### src/rtl/retn_pkg.sv
package retn_pkg;
  typedef enum logic [1:0] {
    HOLD_BYTES = 2'd0,
    HOLD_CS1   = 2'd1,
    HOLD_CS2   = 2'd2
  } hold_mode_e;

  typedef enum logic [1:0] {
    ST_RETAIN  = 2'd0,
    ST_RECOVER = 2'd1,
    ST_ACTIVE  = 2'd2
  } seq_state_e;
endpackage

### src/rtl/retn_sync_filter.sv
module retn_sync_filter #(
  parameter int unsigned SYNC_STAGES = 2,
  parameter int unsigned DEBOUNCE    = 4
) (
  input  logic clk,
  input  logic rst_n,
  input  logic raw_ok,
  output logic sync_ok,
  output logic filt_ok
);
  localparam int unsigned DW = $clog2(DEBOUNCE + 1);
  localparam logic [DW-1:0] DEB_LIM = DW'(DEBOUNCE);

  logic [SYNC_STAGES-1:0] chain_q, chain_d;
  logic [DW-1:0]          deb_q, deb_d;
  logic                   deb_en;

  // synchroniser shift path
  always_comb begin
    chain_d = {chain_q[SYNC_STAGES-2:0], raw_ok};
  end

  always_ff @(posedge clk or negedge rst_n) begin
    if (!rst_n) chain_q <= '0;
    else        chain_q <= chain_d;
  end

  assign sync_ok = chain_q[SYNC_STAGES-1];

  // rising side debounced, falling side immediate
  always_comb begin
    deb_en = !sync_ok || (deb_q != DEB_LIM);
    deb_d  = sync_ok ? deb_q + 1'b1 : '0;
  end

  always_ff @(posedge clk or negedge rst_n) begin
    if (!rst_n)      deb_q <= '0;
    else if (deb_en) deb_q <= deb_d;
  end

  assign filt_ok = sync_ok && (deb_q == DEB_LIM);
endmodule

### src/rtl/retn_seq_fsm.sv
module retn_seq_fsm
  import retn_pkg::*;
#(
  parameter int unsigned RECOVERY_CYCLES = 250000
) (
  input  logic clk,
  input  logic rst_n,
  input  logic sync_ok,
  input  logic filt_ok,
  output logic hold
);
  localparam int unsigned RW = (RECOVERY_CYCLES > 2) ? $clog2(RECOVERY_CYCLES) : 1;
  localparam logic [RW-1:0] CNT_LAST = RW'(RECOVERY_CYCLES - 1);

  seq_state_e    st_q, st_d;
  logic [RW-1:0] cnt_q, cnt_d;

  always_comb begin
    st_d  = st_q;
    cnt_d = cnt_q;
    unique case (st_q)
      ST_RETAIN: begin
        if (filt_ok) begin
          st_d  = ST_RECOVER;
          cnt_d = '0;
        end
      end
      ST_RECOVER: begin
        if (!filt_ok)              st_d  = ST_RETAIN;
        else if (cnt_q == CNT_LAST) st_d = ST_ACTIVE;
        else                       cnt_d = cnt_q + 1'b1;
      end
      ST_ACTIVE: begin
        if (!filt_ok) st_d = ST_RETAIN;
      end
      default: st_d = ST_RETAIN;
    endcase
  end

  always_ff @(posedge clk or negedge rst_n) begin
    if (!rst_n) begin
      st_q  <= ST_RETAIN;
      cnt_q <= '0;
    end else begin
      st_q  <= st_d;
      cnt_q <= cnt_d;
    end
  end

  // sync_ok is a flop output: deselect in the same cycle it falls
  assign hold = (st_q != ST_ACTIVE) || !sync_ok;
endmodule

### src/rtl/retn_pin_override.sv
module retn_pin_override
  import retn_pkg::*;
#(
  parameter hold_mode_e  MODE  = HOLD_BYTES,
  parameter int unsigned LANES = 2
) (
  input  logic             hold,
  input  logic             ctl_cs1_n,
  input  logic             ctl_cs2,
  input  logic [LANES-1:0] ctl_be_n,
  input  logic             ctl_we_n,
  output logic             ram_cs1_n,
  output logic             ram_cs2,
  output logic [LANES-1:0] ram_be_n,
  output logic             ram_we_n
);
  assign ram_we_n = hold | ctl_we_n;

  generate
    if (MODE == HOLD_BYTES) begin : g_bytes
      always_comb begin
        ram_be_n  = hold ? '1   : ctl_be_n;
        ram_cs1_n = hold ? 1'b1 : ctl_cs1_n;
        ram_cs2   = hold ? 1'b1 : ctl_cs2;
      end
    end else if (MODE == HOLD_CS1) begin : g_cs1
      always_comb begin
        ram_be_n  = ctl_be_n;
        ram_cs1_n = hold ? 1'b1 : ctl_cs1_n;
        ram_cs2   = hold ? 1'b1 : ctl_cs2;
      end
    end else begin : g_cs2
      always_comb begin
        ram_be_n  = ctl_be_n;
        ram_cs1_n = ctl_cs1_n;
        ram_cs2   = hold ? 1'b0 : ctl_cs2;
      end
    end
  endgenerate
endmodule

### src/rtl/retention_guard.sv
module retention_guard
  import retn_pkg::*;
#(
  parameter hold_mode_e  MODE            = HOLD_BYTES,
  parameter int unsigned LANES           = 2,
  parameter int unsigned SYNC_STAGES     = 2,
  parameter int unsigned DEBOUNCE        = 4,
  parameter int unsigned RECOVERY_CYCLES = 250000
) (
  input  logic             clk,
  input  logic             rst_n,
  input  logic             supply_ok_raw,
  input  logic             ctl_cs1_n,
  input  logic             ctl_cs2,
  input  logic [LANES-1:0] ctl_be_n,
  input  logic             ctl_we_n,
  output logic             ram_cs1_n,
  output logic             ram_cs2,
  output logic [LANES-1:0] ram_be_n,
  output logic             ram_we_n,
  output logic             mem_ready
);
  logic sync_ok, filt_ok, hold;

  retn_sync_filter #(
    .SYNC_STAGES(SYNC_STAGES),
    .DEBOUNCE   (DEBOUNCE)
  ) filt_i (
    .clk    (clk),
    .rst_n  (rst_n),
    .raw_ok (supply_ok_raw),
    .sync_ok(sync_ok),
    .filt_ok(filt_ok)
  );

  retn_seq_fsm #(
    .RECOVERY_CYCLES(RECOVERY_CYCLES)
  ) seq_i (
    .clk    (clk),
    .rst_n  (rst_n),
    .sync_ok(sync_ok),
    .filt_ok(filt_ok),
    .hold   (hold)
  );

  retn_pin_override #(
    .MODE (MODE),
    .LANES(LANES)
  ) pins_i (
    .hold     (hold),
    .ctl_cs1_n(ctl_cs1_n),
    .ctl_cs2  (ctl_cs2),
    .ctl_be_n (ctl_be_n),
    .ctl_we_n (ctl_we_n),
    .ram_cs1_n(ram_cs1_n),
    .ram_cs2  (ram_cs2),
    .ram_be_n (ram_be_n),
    .ram_we_n (ram_we_n)
  );

  assign mem_ready = !hold;
endmodule

### config.mk
export PLATFORM = sky130hd
export DESIGN_NAME = retention_guard
export DESIGN_NICKNAME = d
export VERILOG_FILES = /design/src/rtl/retn_pkg.sv /design/src/rtl/retn_sync_filter.sv /design/src/rtl/retn_seq_fsm.sv /design/src/rtl/retn_pin_override.sv /design/src/rtl/retention_guard.sv
export SDC_FILE = /design/constraint.sdc
export NUM_CORES = 1
export LEC_CHECK = 0
export BUFFER_PORTS_ARGS = -buffer_cell sky130_fd_sc_hd__buf_4
export CAP_MARGIN = 20
export CORE_ASPECT_RATIO = 1.75
export CORE_MARGIN = 2
export CORE_UTILIZATION = 55
export DETAILED_ROUTE_END_ITERATION = 8
export GPL_TIMING_DRIVEN = 1
export PLACE_DENSITY = 0.75
export SETUP_SLACK_MARGIN = 0.5
export SKIP_LAST_GASP = 1
export SLEW_MARGIN = 40
export SYNTH_ARGS = -nofsm -noshare
export SYNTH_HDL_FRONTEND = slang
export SYNTH_HIERARCHICAL = 1
export SYNTH_SLANG_ARGS = --single-unit
### constraint.sdc
create_clock -name clk -period 2.67 [get_ports clk]
set_clock_uncertainty 0.15 [all_clocks]
set_input_delay 0.267 -clock clk [delete_from_list [all_inputs] [get_ports clk]]
set_output_delay 0.267 -clock clk [all_outputs]
set_load 0.02 [all_outputs]
==> qor.txt <==
run status = complete, no violations
Clock Latency Late Sink = 270 ps
net count after synthesis = 166
fin cells = 198
r2r setup slk = 520 ps
origin of the critical flop-to-flop path = seq_i/cnt_q[11]$_DFFE_PN0P_
maximum level of the CTS H-tree = 1
I/O pins = 14
fmax = 466 MHz
flip-flop and latch area = 628 µm²
transition time at the pin with the least slew margin = 498 ps
count of final max-slew check failures = 0
count leader, synth = sky130_fd_sc_hd__dfrtp_1
area of the multi-input gates = 805 µm²
mapped cell area = 0.00147 mm²
area growth from synthesis to layout = 15.3%
Worst path slowest cell = sky130_fd_sc_hd__or4b_4
Seq cells post-synth = 25
Setup TNS Final = 0 ps
Starting Density = 58.3%
antenna violations before repair = 0
total power draw = 671 µW
worst vdd ir = 0.000391 V
RSZ-0062 raised after global routing = yes
Port-buffer cells = 13
worst min-delay path category = flip-flop to flip-flop
most used standard cells in the synthesized netlist = 25 x sky130_fd_sc_hd__dfrtp_1, 13 x sky130_fd_sc_hd__nor2_1, 12 x sky130_fd_sc_hd__nand2_1, 8 x sky130_fd_sc_hd__inv_1
Static Leakage = 0.735 nW
reg-to-reg endpoint = seq_i/cnt_q[0]$_DFFE_PN0P_
wire length reported by the detailed router = 3310 µm
via count of the first global-routing pass = 1,305
worst-case hold path end point = filt_i/chain_q[1]$_DFF_PN0_
fraction of registers with async set or reset after synthesis = 100%
post-DR vias/cell = 6.35
cell type contributing the most total cell area after synthesis = sky130_fd_sc_hd__dfrtp_1
CTS buffer count = 3
share of the cycle needed by the critical path after routing = 80.4%
wire length of the first global-routing pass = 5600 µm
sequential share of the synthesized area = 42.6%
vias = 1,258
count of filler cells inserted in the layout = 220
clk slew on worst S/H paths = 90 ps
number of max-capacitance violations reported = 0
clock sink count = 25
floorplan die area = 0.00312 mm²
fin nets = 184
number of instances in the synthesized netlist = 155
width of the chip = 43.1 µm
worst hold path startpoint = filt_i/chain_q[0]$_DFF_PN0_
YS warnings = 6
overall track demand over capacity in global routing = 23.5%
buffer cell driving the clock tree root = sky130_fd_sc_hd__clkbuf_8
placeable core region = 0.00252 mm²
post-placement cell count = 189
number of cell instances on the worst register-to-register path = 5
delay of the slowest cell on the worst path = 550 ps
pwr/cell area = 396 mW/mm²
worst hold stages = 0
DRT antenna net count = 0
synth unique cells = 45
final-report hold violation count = 0
CTS tree = yes
diode count = 0
relative max-transition margin = 66.7%
Detailed Place HPWL = 2310 µm
Die Ht = 72.4 µm
startpoint types = flip-flop
overall overflow remaining after global route = 0
largest cells by area after synthesis = sky130_fd_sc_hd__dfrtp_1 43%, sky130_fd_sc_hd__nor2_1 3.3%, sky130_fd_sc_hd__nand2_1 3.1%, sky130_fd_sc_hd__a22o_1 3.0%, sky130_fd_sc_hd__nand4b_1 3.0%
number of enable-type register cells in the synthesized netlist = 0
Max clock buf depth = 2
largest fanout of any net on the critical path = 6
RePlAce Congestion = 0.813
first-pass iteration count of the detailed router = 4
fraction of post-synthesis cell area in the top cell type by area = 42.6%
number of setup violations in the final report = 0
CP Class = flip-flop to flip-flop
Iteration-0 DRC Markers = 46
number of standard-cell rows in the floorplan = 24
Cell Chain, Critical Path = or4b_4 -> nor4_4 -> a21o_4 -> inv_4 -> mux2_4
arrival time reported for the critical path endpoint = 2160 ps
post-detailed-route DRC marker count = 0
family of cells with the greatest summed delay on the critical path = simple AND/OR/NAND/NOR gates
share of post-route cells with drive strength above 1 = 22.7%
post-synthesis area per instance = 9.48 µm²
CP Buf/Inv Count = 1
Final Core Density = 67.2%
main flop type after synthesis = sky130_fd_sc_hd__dfrtp_1
pin count of the biggest net entering global routing = 26
final critical-path required period = 2150 ps
DR WL/cell = 16.7 µm
critical path data required time = 2690 ps
crit path capture type = flip-flop
[cell type report]
class	count	area share, %
repair buffers	19	8.71
clock buffers	3	2.44
well taps	26	1.92
inverters	9	2.14
multi-input cells	115	47.5
flip-flops and latches	25	37.0
clock inverters	1	0.295
[registers in the layout (all words and copies together) (netlist names)]
signal,count
seq_i/cnt_q,18
seq_i/st_q,2
filt_i/chain_q,2
filt_i/deb_q,3
[routing by layer]
metal | routed length (µm) | GRT usage (%) | vias to the layer above
li1 | - | - | 592
met1 | 1210 | 25.7 | 627
met2 | 1900 | 42.3 | 31
met3 | 117 | 2.49 | 8
met4 | 88 | 13.5 | 0
met5 | 0 | 0 | -
[cell usage in the layout, fill, tap and decap left out, types with 3 or more instances in the layout]
cell type | netlist | routed
sky130_fd_sc_hd__mux2i_1 | 3 | 3
sky130_fd_sc_hd__nand3b_1 | 3 | 3
sky130_fd_sc_hd__nand4_1 | 6 | 6
sky130_fd_sc_hd__nand2_1 | 12 | 12
sky130_fd_sc_hd__a22o_1 | 5 | 5
sky130_fd_sc_hd__clkbuf_8 | 0 | 3
sky130_fd_sc_hd__nor3_1 | 4 | 4
sky130_fd_sc_hd__xnor2_1 | 4 | 4
sky130_fd_sc_hd__o21ai_0 | 5 | 5
sky130_fd_sc_hd__or2_1 | 5 | 5
sky130_fd_sc_hd__o21ai_1 | 3 | 3
sky130_fd_sc_hd__nand3_1 | 6 | 6
sky130_fd_sc_hd__nand4b_1 | 5 | 5
sky130_fd_sc_hd__buf_4 | 0 | 17
sky130_fd_sc_hd__nor2_1 | 13 | 12
sky130_fd_sc_hd__dfrtp_1 | 25 | 23
sky130_fd_sc_hd__ha_1 | 3 | 3
sky130_fd_sc_hd__inv_1 | 8 | 8
[metrics by stage]
stage	setup WS, ps	hold slack [ps]	instance area [µm²]
floorplan	557	-179	1470
global placement	502	30.2	1580
detailed placement	462	38.2	1580
CTS	479	218	1670
global route	463	224	1700
finish	523	214	1700
[where the power goes]
group,total (mW),internal (mW),switching (mW)
sequential,0.395,0.386,0.00839
clock,0.226,0.105,0.122
combinational,0.0505,0.0223,0.0282
total,0.671,0.513,0.158
[cell families (layout without fill, tap and decap cells)]
logic type,Yosys count,after routing,synth area share [%]
buf+inv,15,32,4.51
simple gates,73,73,28.9
xor+xnor,4,4,2.38
fa+ha+maj,3,3,2.55
compound gates,29,29,14.5
flops,25,25,42.6
mux,6,6,4.60
[worst max path at each step]
stage | startpoint | to | slack, ps | cells after the start
2_1_floorplan | seq_i/cnt_q[6]$_DFFE_PN0P_ | seq_i/cnt_q[0]$_DFFE_PN0P_ | 560 | 6
3_3_place_gp | seq_i/cnt_q[11]$_DFFE_PN0P_ | seq_i/cnt_q[0]$_DFFE_PN0P_ | 500 | 5
3_5_place_dp | seq_i/cnt_q[11]$_DFFE_PN0P_ | seq_i/cnt_q[0]$_DFFE_PN0P_ | 460 | 5
4_1_cts | seq_i/cnt_q[11]$_DFFE_PN0P_ | seq_i/cnt_q[0]$_DFFE_PN0P_ | 480 | 5
5_1_grt | filt_i/deb_q[0]$_DFFE_PN0P_ | seq_i/cnt_q[14]$_DFFE_PN0P_ | 460 | 7
6_report | seq_i/cnt_q[11]$_DFFE_PN0P_ | seq_i/cnt_q[0]$_DFFE_PN0P_ | 520 | 5
[what timing repair did]
item,4_1_cts,5_1_grt
setup buffers,2,1
hold buffers,2,0
gates resized for setup,2,5
cloned,0,0
endpoints found under the setup margin,4,5
pin swaps,1,3
endpoints found under the hold margin,26,0
(Power assumes the default switching activity.)
